===== src/rtl/page_commit_pkg.sv =====
`timescale 1ns/1ps
package page_commit_pkg;
   typedef enum logic [1:0] {
      PH_IDLE = 2'd0,
      PH_SCAN = 2'd1,
      PH_HOLD = 2'd2
   } commit_ph_e;
endpackage


===== src/rtl/page_store.sv =====
`timescale 1ns/1ps
module page_store #(
   parameter int DATA_W     = 8,
   parameter int PAGE_BYTES = 16,
   localparam int SLOT_W    = $clog2(PAGE_BYTES)
) (
   input  logic                  clk,
   input  logic                  rst_n,
   input  logic                  clr,
   input  logic                  wr_en,
   input  logic [SLOT_W-1:0]     wr_slot,
   input  logic [DATA_W-1:0]     wr_data,
   input  logic [SLOT_W-1:0]     rd_slot,
   output logic [DATA_W-1:0]     rd_data,
   output logic [PAGE_BYTES-1:0] fill_mask
);
   logic [DATA_W-1:0] slot_data [PAGE_BYTES];

   generate
      for (genvar g = 0; g < PAGE_BYTES; g++) begin : g_slot
         logic [DATA_W-1:0] d_q;
         logic              v_q;
         always_ff @(posedge clk or negedge rst_n) begin
            if (!rst_n) begin
               d_q <= '0;
               v_q <= 1'b0;
            end else if (clr) begin
               v_q <= 1'b0;
            end else if (wr_en && (wr_slot == SLOT_W'(g))) begin
               d_q <= wr_data;
               v_q <= 1'b1;
            end
         end
         assign slot_data[g] = d_q;
         assign fill_mask[g] = v_q;
      end
   endgenerate

   assign rd_data = slot_data[rd_slot];
endmodule


===== src/rtl/commit_seq.sv =====
`timescale 1ns/1ps
module commit_seq
   import page_commit_pkg::*;
#(
   parameter int ADDR_W     = 8,
   parameter int DATA_W     = 8,
   parameter int PAGE_BYTES = 16,
   parameter int TWR_CYCLES = 64,
   localparam int SLOT_W    = $clog2(PAGE_BYTES),
   localparam int HI_W      = ADDR_W - SLOT_W,
   localparam int CNT_W     = $clog2(TWR_CYCLES + 1)
) (
   input  logic                  clk,
   input  logic                  rst_n,
   input  logic                  go,
   input  logic [PAGE_BYTES-1:0] fill_mask,
   input  logic [HI_W-1:0]       page_hi,
   input  logic [DATA_W-1:0]     rd_data,
   output logic [SLOT_W-1:0]     rd_slot,
   output logic                  busy,
   output logic                  arr_we,
   output logic [ADDR_W-1:0]     arr_addr,
   output logic [DATA_W-1:0]     arr_wdata
);
   commit_ph_e        ph_q;
   logic [SLOT_W-1:0] idx_q;
   logic [CNT_W-1:0]  cnt_q;

   always_ff @(posedge clk or negedge rst_n) begin
      if (!rst_n) begin
         ph_q      <= PH_IDLE;
         idx_q     <= '0;
         cnt_q     <= '0;
         arr_we    <= 1'b0;
         arr_addr  <= '0;
         arr_wdata <= '0;
      end else begin
         arr_we <= 1'b0;
         case (ph_q)
            PH_IDLE: begin
               if (go) begin
                  ph_q  <= PH_SCAN;
                  idx_q <= '0;
                  cnt_q <= '0;
               end
            end
            PH_SCAN: begin
               cnt_q     <= cnt_q + 1'b1;
               arr_we    <= fill_mask[idx_q];
               arr_addr  <= {page_hi, idx_q};
               arr_wdata <= rd_data;
               idx_q     <= idx_q + 1'b1;
               if (idx_q == SLOT_W'(PAGE_BYTES - 1)) ph_q <= PH_HOLD;
            end
            PH_HOLD: begin
               if (cnt_q == CNT_W'(TWR_CYCLES - 1)) ph_q <= PH_IDLE;
               else cnt_q <= cnt_q + 1'b1;
            end
            default: ph_q <= PH_IDLE;
         endcase
      end
   end

   assign rd_slot = idx_q;
   assign busy    = (ph_q != PH_IDLE);
endmodule


===== src/rtl/page_commit_top.sv =====
`timescale 1ns/1ps
module page_commit_top #(
   parameter int ADDR_W     = 8,
   parameter int DATA_W     = 8,
   parameter int PAGE_BYTES = 16,
   parameter int TWR_CYCLES = 64,
   parameter bit WP_ENABLE  = 1'b1,
   localparam int SLOT_W    = $clog2(PAGE_BYTES),
   localparam int HI_W      = ADDR_W - SLOT_W
) (
   input  logic              clk,
   input  logic              rst_n,
   input  logic              txn_start,
   input  logic [ADDR_W-1:0] start_addr,
   input  logic              byte_vld,
   input  logic [DATA_W-1:0] byte_data,
   input  logic              stop_evt,
   input  logic              wp,
   output logic              byte_ack,
   output logic              busy,
   output logic              arr_we,
   output logic [ADDR_W-1:0] arr_addr,
   output logic [DATA_W-1:0] arr_wdata,
   output logic [ADDR_W-1:0] ptr_out
);
   generate
      if ((1 << SLOT_W) != PAGE_BYTES) begin : g_bad_page
         $error("PAGE_BYTES must be a power of two");
      end
      if (ADDR_W <= SLOT_W) begin : g_bad_addr
         $error("ADDR_W must exceed the page index width");
      end
      if (TWR_CYCLES < PAGE_BYTES + 1) begin : g_bad_twr
         $error("TWR_CYCLES must cover the slot scan");
      end
   endgenerate

   logic                  open_q, refused_q, ack_q;
   logic [ADDR_W-1:0]     ptr_q;
   logic                  refuse_now;
   logic                  take_start, take_byte, take_stop, store_en, commit_go;
   logic [PAGE_BYTES-1:0] fill_mask;
   logic [SLOT_W-1:0]     rd_slot;
   logic [DATA_W-1:0]     rd_data;

   generate
      if (WP_ENABLE) begin : g_wp
         assign refuse_now = refused_q || (wp && ptr_q[ADDR_W-1]);
      end else begin : g_nowp
         assign refuse_now = 1'b0;
      end
   endgenerate

   assign take_start = txn_start && !busy;
   assign take_byte  = byte_vld && open_q && !busy && !txn_start;
   assign take_stop  = stop_evt && open_q && !busy && !txn_start;
   assign store_en   = take_byte && !refuse_now;
   assign commit_go  = take_stop && !refused_q && (|fill_mask);

   always_ff @(posedge clk or negedge rst_n) begin
      if (!rst_n) begin
         open_q    <= 1'b0;
         refused_q <= 1'b0;
         ack_q     <= 1'b0;
         ptr_q     <= '0;
      end else begin
         ack_q <= store_en;
         if (take_start) begin
            open_q    <= 1'b1;
            refused_q <= 1'b0;
            ptr_q     <= start_addr;
         end else begin
            if (take_byte && refuse_now) refused_q <= 1'b1;
            if (store_en) ptr_q <= {ptr_q[ADDR_W-1:SLOT_W], ptr_q[SLOT_W-1:0] + 1'b1};
            if (take_stop) open_q <= 1'b0;
         end
      end
   end

   page_store #(
      .DATA_W(DATA_W), .PAGE_BYTES(PAGE_BYTES)
   ) u_store (
      .clk(clk), .rst_n(rst_n), .clr(take_start),
      .wr_en(store_en), .wr_slot(ptr_q[SLOT_W-1:0]), .wr_data(byte_data),
      .rd_slot(rd_slot), .rd_data(rd_data), .fill_mask(fill_mask)
   );

   commit_seq #(
      .ADDR_W(ADDR_W), .DATA_W(DATA_W), .PAGE_BYTES(PAGE_BYTES), .TWR_CYCLES(TWR_CYCLES)
   ) u_seq (
      .clk(clk), .rst_n(rst_n), .go(commit_go), .fill_mask(fill_mask),
      .page_hi(ptr_q[ADDR_W-1:SLOT_W]), .rd_data(rd_data), .rd_slot(rd_slot),
      .busy(busy), .arr_we(arr_we), .arr_addr(arr_addr), .arr_wdata(arr_wdata)
   );

   assign byte_ack = ack_q;
   assign ptr_out  = ptr_q;
endmodule


===== config.mk =====
export PLATFORM = sky130hd
export DESIGN_NAME = page_commit_top
export DESIGN_NICKNAME = d
export VERILOG_FILES = /design/src/rtl/page_commit_pkg.sv /design/src/rtl/page_store.sv /design/src/rtl/commit_seq.sv /design/src/rtl/page_commit_top.sv
export SDC_FILE = /design/constraint.sdc
export NUM_CORES = 1
export LEC_CHECK = 0
export BUFFER_PORTS_ARGS = -buffer_cell sky130_fd_sc_hd__buf_2
export CAP_MARGIN = 30
export CORE_MARGIN = 2
export CORE_UTILIZATION = 55
export DETAILED_ROUTE_END_ITERATION = 10
export PLACE_DENSITY_LB_ADDON = 0.12
export SLEW_MARGIN = 0
export SYNTH_ARGS = -nofsm -noshare
export SYNTH_HDL_FRONTEND = slang
export SYNTH_SLANG_ARGS = --single-unit

===== constraint.sdc =====
create_clock -name clk -period 2.67 [get_ports clk]
set_input_delay 0.4005 -clock clk [delete_from_list [all_inputs] [get_ports clk]]
set_output_delay 0.4005 -clock clk [all_outputs]
set_load 0.1 [all_outputs]

# Word level (Yosys, flattened, before mapping)
# Index checks and enable logic that the tools add are counted.
[op_classes]
n_bitwise = 2
n_eq_ne = 23
magnitude_cmp = 2
add_sub_neg = 3
n_mux = 53
n_reduce_logical = 77
[op_table]
columns = ["operator", "count"]
rows = [
  ["nonzero test 2 bit", 21],
  ["two-way mux 1 bit", 38],
  ["equality test 4 bit, second input constant", 9],
  ["AND reduction 2 bit", 17],
  ["binary-select mux 8 bit (select 4 bit)", 1],
  ["logical AND 1 bit", 28],
  ["two-way mux 8 bit", 3],
  ["one-hot mux 7 bit (3 select lines)", 1],
  ["equality test 4 x 3 -> 1 bit, second input constant", 4],
  ["OR reduction 16 bit", 1],
  ["two-way mux 7 bit", 2],
  ["adder 4 x 1 -> 4 bit, second input constant", 2],
  ["equality test 4 x 2 -> 1 bit, second input constant", 2],
  ["two-way mux 4 bit", 2],
  ["one-hot mux 4 bit (2 select lines)", 1],
  ["adder 7 x 1 -> 7 bit, second input constant", 1],
  ["equality test 7 x 6 -> 1 bit, second input constant", 1],
  ["two-way mux 2 bit", 3],
  ["one-hot mux 2 bit (3 select lines)", 1],
  ["AND reduction 3 bit", 2],
  [">= comparator 5 bit, second input constant", 1],
  ["< comparator 4 x 5 -> 1 bit, second input constant", 1],
  ["inverter 4 -> 5 bit", 1],
  ["binary-select mux 1 bit (select 4 bit)", 1],
  ["other kinds (11)", 16],
]
[word_totals]
word_cells = 203
register_bits = 185
output_inout_bits = 27

# Logic depth before layout (Yosys ltp)
[depth]
depth_word = 8
ltp_mapped = 9
depth_no_buf = 7

# By module
# From an unflattened synthesis, not the netlist that was laid out.
[hier_totals]
cells_unflattened = 616
hier_area_um2 = 8685.8
[by_module_without_submodules]
columns = ["module", "area_per_inst_um2", "cells_per_inst", "n_inst"]
rows = [
  ["page_store", 6595.1, 423, 1],
  ["commit_seq", 1536.5, 130, 1],
  ["page_commit_top", 554.3, 63, 1],
]

# Worst setup path after synthesis
# OpenSTA, ideal clock, no wires.
[synth_timing]
path_type = "register to register"
from = "reg ptr_q[2] (netlist: ptr_out[2])"
to = "reg u_store.g_slot[12].d_q[7]"
synth_period_minus_slack_ns = 2.342
slack_ns = 0.328
setup_time_ns = 0.125
path_buffers = 0
required_ns = 2.545
stages_incl_launch_ff = 4
arrival_ns = 2.217
cell_sequence = "dfrtp_1 > nand4_1 > nor2_2 > mux2_2"
[synth_between]
elab_chain_len = 3
[synth_rtl]
columns = ["item", "line", "rtl"]
rows = [
  ["start, declared", "page_commit_top.sv:39", "logic [ADDR_W-1:0] ptr_q;"],
  ["start signal, assigned", "page_commit_top.sv:71", "ptr_q <= start_addr;"],
  ["start signal, assigned", "page_commit_top.sv:74", "if (store_en) ptr_q <= {ptr_q[ADDR_W-1:SLOT_W], ptr_q[SLOT_W-1:0] + 1'b1};"],
  ["equality test 4 bit", "page_store.sv:29", "end else if (wr_en && (wr_slot == SLOT_W'(g))) begin"],
  ["logical AND 1 bit", "page_store.sv:29", ""],
  ["AND reduction 2 bit (no line)", "--", ""],
  ["end signal, assigned", "page_store.sv:30", "d_q <= wr_data;"],
  ["end, declared", "page_store.sv:21", "logic [DATA_W-1:0] d_q;"],
]
# No other way between the ends.
# A chain may end at the register's enable or synchronous reset.

# Worst setup path after layout
[layout_timing]
from = "reg u_seq.ph_q[1]"
to = "reg u_seq.cnt_q[5]"
[layout_between]
elab_chain_len = 8
[layout_rtl]
columns = ["item", "line", "rtl"]
rows = [
  ["start, declared", "commit_seq.sv:25", "commit_ph_e ph_q;"],
  ["start signal, assigned", "commit_seq.sv:31", "ph_q <= PH_IDLE;"],
  ["start signal, assigned", "commit_seq.sv:42", "ph_q <= PH_SCAN;"],
  ["start signal, assigned", "commit_seq.sv:53", "if (idx_q == SLOT_W'(PAGE_BYTES - 1)) ph_q <= PH_HOLD;"],
  ["nonzero test 2 bit", "commit_seq.sv:65", "assign busy = (ph_q != PH_IDLE);"],
  ["zero test 1 bit", "page_commit_top.sv:56", "assign take_stop = stop_evt && open_q && !busy && !txn_start;"],
  ["logical AND 1 bit (2 in a row)", "page_commit_top.sv:56", ""],
  ["logical AND 1 bit (2 in a row)", "page_commit_top.sv:58", "assign commit_go = take_stop && !refused_q && (|fill_mask);"],
  ["inequality test 2 bit (no line)", "--", ""],
  ["AND reduction 3 bit (no line)", "--", ""],
  ["end signal, assigned", "commit_seq.sv:48", "cnt_q <= cnt_q + 1'b1;"],
  ["end signal, assigned", "commit_seq.sv:57", "else cnt_q <= cnt_q + 1'b1;"],
  ["end, declared", "commit_seq.sv:27", "logic [CNT_W-1:0] cnt_q;"],
]
# Parallel ways exist; a longest one is shown, timed or not.

==> impl_metrics.csv <==
group,metric,value,unit
clock_network,clock-sinks,185,
drt,drt-total-wl,19.0,mm
worst_setup_path,crit_type,"reg2reg",
drt,drc_errors,0,
clock_network,clk_pin_slew_worst_paths,0.07,ns
floorplan,die_height,129,µm
global_routing,grt_pass1_wl,30.9,mm
place,place_ws,0.349,ns
worst_setup_path,rr_worst_depth,8,
clock_network,cts_resized,0,
global_routing,grt_usage,24.9,%
sta,finalCritPeriodShare,88.3,%
sta,worst_slack,0.312,ns
worst_setup_path,critPathArrivalTime,2.68,ns
final_layout,layoutNonFillerInstCount,859,
sta,period_needed,2.36,ns
clock_network,post_cts_buffers,0,
power_and_ir_drop,p_seq_share,52.8,%
power_and_ir_drop,clockPowerShare,45.1,%
sta,max_slew_margin,55.9,%
clock_network,cts_made_buffers,17,
power_and_ir_drop,intPower,4.19,mW
power_and_ir_drop,p_leak,4.94,nW
sta,tightest_slew,0.657,ns
floorplan,die_w,129,µm
worst_setup_path,worstPathRequired,2.99,ns
worst_hold_path,hold_path_class,"in2reg",
sta,maxSlewViolCount,0,
yosys,synth_enable_flop_cells,0,
final_layout,layout-area-overhead-vs-synth,12.8,%
sta,rsz0062_at_grt,"false",
yosys,synth-seq-cells,185,
final_layout,nets,691,
floorplan,die_area,16500,µm²
final_layout,final_util,63.3,%
global_routing,grt_overflow_total,0,
power_and_ir_drop,switching_share,20.9,%
place,port_buffers,48,
sta,setup_viol,0,
power_and_ir_drop,report.power.total,5.30,mW
sta,hold_viol,0,
place,placed_cell_area,9060,µm²
place,place.gp.congestion,0.800,
drt,wl_per_cell,22.1,µm
yosys,synth_warnings,0,
final_layout,design_area,9630,µm²
floorplan,initial_core_util,56.1,%
clock_network,htreeDepth,4,
worst_setup_path,cp-start-kind,"register",
yosys,synthArstFlopShare,100,%
sta,hold_ws,0.211,ns
clock_network,ctsHoldBuffers,1,
global_routing,antenna_found_initial,0,
floorplan,io_pins,49,
floorplan,row_count,45,
yosys,syn_nets,634,
yosys,synth_ff_type,"dfrtp_1",
flow_run,max_cap_viol_count,0,
sta,max_freq,424,MHz
place,placed_cells,827,
worst_hold_path,min_path_cells,2,
final_layout,num_antenna_cells,0,
drt,avgViaCountPerCell,6.13,
floorplan,core_area,15200,µm²
yosys,syn_area,8530,µm²
clock_network,cts_buffer_depth,2,
clock_network,cts_tree,"done",
power_and_ir_drop,ir_drop,0.505,mV
global_routing,grt_max_degree,67,
place,hpwl,12.8,mm
final_layout,multi_input_area,3720,µm²
worst_setup_path,cpMaxStageDelayCell,"or3b_1",
sta,setup_tns,0,ns
drt,firstDrtPassIters,4,
drt,drt_iter0_drc,398,
power_and_ir_drop,comb_power_share,2.1,%
yosys,avgSynthCellArea,14.2,µm²
final_layout,nFillCells,1119,
final_layout,register_area,4630,µm²
clock_network,worstSkewPairLatency,0.42,ns
clock_network,cts_root_buf,"clkbuf_16",
worst_setup_path,critPathCaptureType,"register",
worst_setup_path,crit_fanout,8,
global_routing,grt_pass1_vias,5510,
drt,dr_total_vias,5263,
sta,fin_skew,0.00563,ns
worst_setup_path,max_stage_delay,0.49,ns
power_and_ir_drop,switchingPower,1.11,mW
yosys,yosysSeqAreaShare,54.3,%
drt,ant_nets,0,
final_layout,layout-drive-gt1-share,42.8,%
worst_setup_path,cp_cell_sequence,"inv_1 > ha_1 > buf_4 > nand2_2 > nor4b_4 > a21oi_1 > or3b_1 > o31ai_1",
yosys,netlist_instances,602,
yosys,ys_types,49,
status,status,"finished clean",
power_and_ir_drop,powerDensity,551,nW/µm²
## cells in the final DEF, fill, tap and decap left out, types with 12 or more instances in the layout
cell type,count
a21oi_1,18
dfrtp_1,184
buf_2,47
mux4_2,29
mux2i_1,25
nor2_1,12
nand2_1,27
buf_4,18
clkbuf_16,17
a21o_1,16
mux2_2,136
## cells by family (layout without fill, tap and decap cells)
group                      count (synthesis)  count (layout)  share of synthesized area, %
AOI/OAI and AO/OA                         77              77                          6.07
xor gates and xnor gates                   4               4                         0.411
adders and majority gates                 10              10                          1.47
buffers and inverters                     39             108                          2.11
DFF                                      185             185                          54.3
muxes                                    193             193                          28.9
and+or+nand+nor                           94              94                          6.76
## registers in the layout, indices dropped and copies added, names as in the netlist
name                cells
u_store.g_slot.d_q    128
u_store.g_slot.v_q     16
ptr_out                 8
u_seq.arr_addr          8
u_seq.arr_wdata         8
u_seq.cnt_q             7
u_seq.rd_slot           4
u_seq.ph_q              2
byte_ack                1
open_q                  1
refused_q               1
u_seq.arr_we            1
## synthesized netlist by cell type (2+ instances only)
library cell    n  area, µm²
and2_1          3       18.8
nand2_1        27        101
nor2_1         12       45.0
o32ai_1         8       70.1
nand3_2         4       40.0
nor2_2          4       25.0
or3_1           2       12.5
o22ai_1         8       50.1
mux2_1          3       33.8
nand2b_1        5       31.3
dfrtp_1       185       4630
inv_1           7       26.3
nor2_4          8       90.1
nor4_1          4       25.0
nand4_1         3       18.8
nand3_1         4       20.0
buf_2           3       15.0
mux4_2         29        653
nor2b_1         9       56.3
ha_1           10        125
clkbuf_1       21       78.8
mux2_2        136       1530
mux2i_1        25        250
xor2_1          3       26.3
o21ai_0        11       55.1
o31ai_1         6       45.0
buf_4           6       45.0
a21o_1         16        120
nand2_2         3       18.8
a21oi_1        18       90.1
## worst max-delay path, delay by kind of cell, from the launching register on
kind / cells / cell delay [ns]
DFF: 1 / 0.39
AOI/OAI and AO/OA: 2 / 0.45
buffers and inverters: 2 / 0.33
and+or+nand+nor: 3 / 0.81
adders and majority gates: 1 / 0.26
## power by group through the flow
stage	sequential [mW]	clock, mW	combinational, mW
3_5_place_dp	2.85	0	0.113
6_report	2.80	2.39	0.111
3_3_place_gp	2.85	0	0.111
2_1_floorplan	2.86	0	0.0135
4_1_cts	2.80	2.43	0.115
5_1_grt	2.80	2.55	0.127
## routing by layer
layer  up-vias  share of wire [%]  track usage (%)
li1       2326                  -                -
met1      2835                 46             35.8
met2        86                 49             39.6
met3        16                3.9             4.74
met4         0                1.3             6.39
met5         -                  0                0
## final timing paths
kind                                          startpoint                         to  slack (ns)
worst min-delay path                       start_addr[7]                 ptr_out[7]        0.21
worst min register to register  u_store.g_slot[6].d_q[7]   u_store.g_slot[6].d_q[7]        0.50
worst max register to register             u_seq.ph_q[1]             u_seq.cnt_q[5]        0.31
max in group asynchronous                          rst_n  u_store.g_slot[11].d_q[4]        1.28
worst max-delay path                       u_seq.ph_q[1]             u_seq.cnt_q[5]        0.31
min in group asynchronous                          rst_n             u_seq.cnt_q[2]        0.53
## cell type report
class | instances | share of cell area, %
Timing Repair Buffer | 70 | 4.69
Multi-Input combinational cell | 378 | 38.7
Clock inverter | 8 | 0.728
Sequential cell | 185 | 48.1
Clock buffer | 23 | 5.07
Inverter | 7 | 0.273
Tap cell | 188 | 2.44
(Power assumes the default switching activity.)
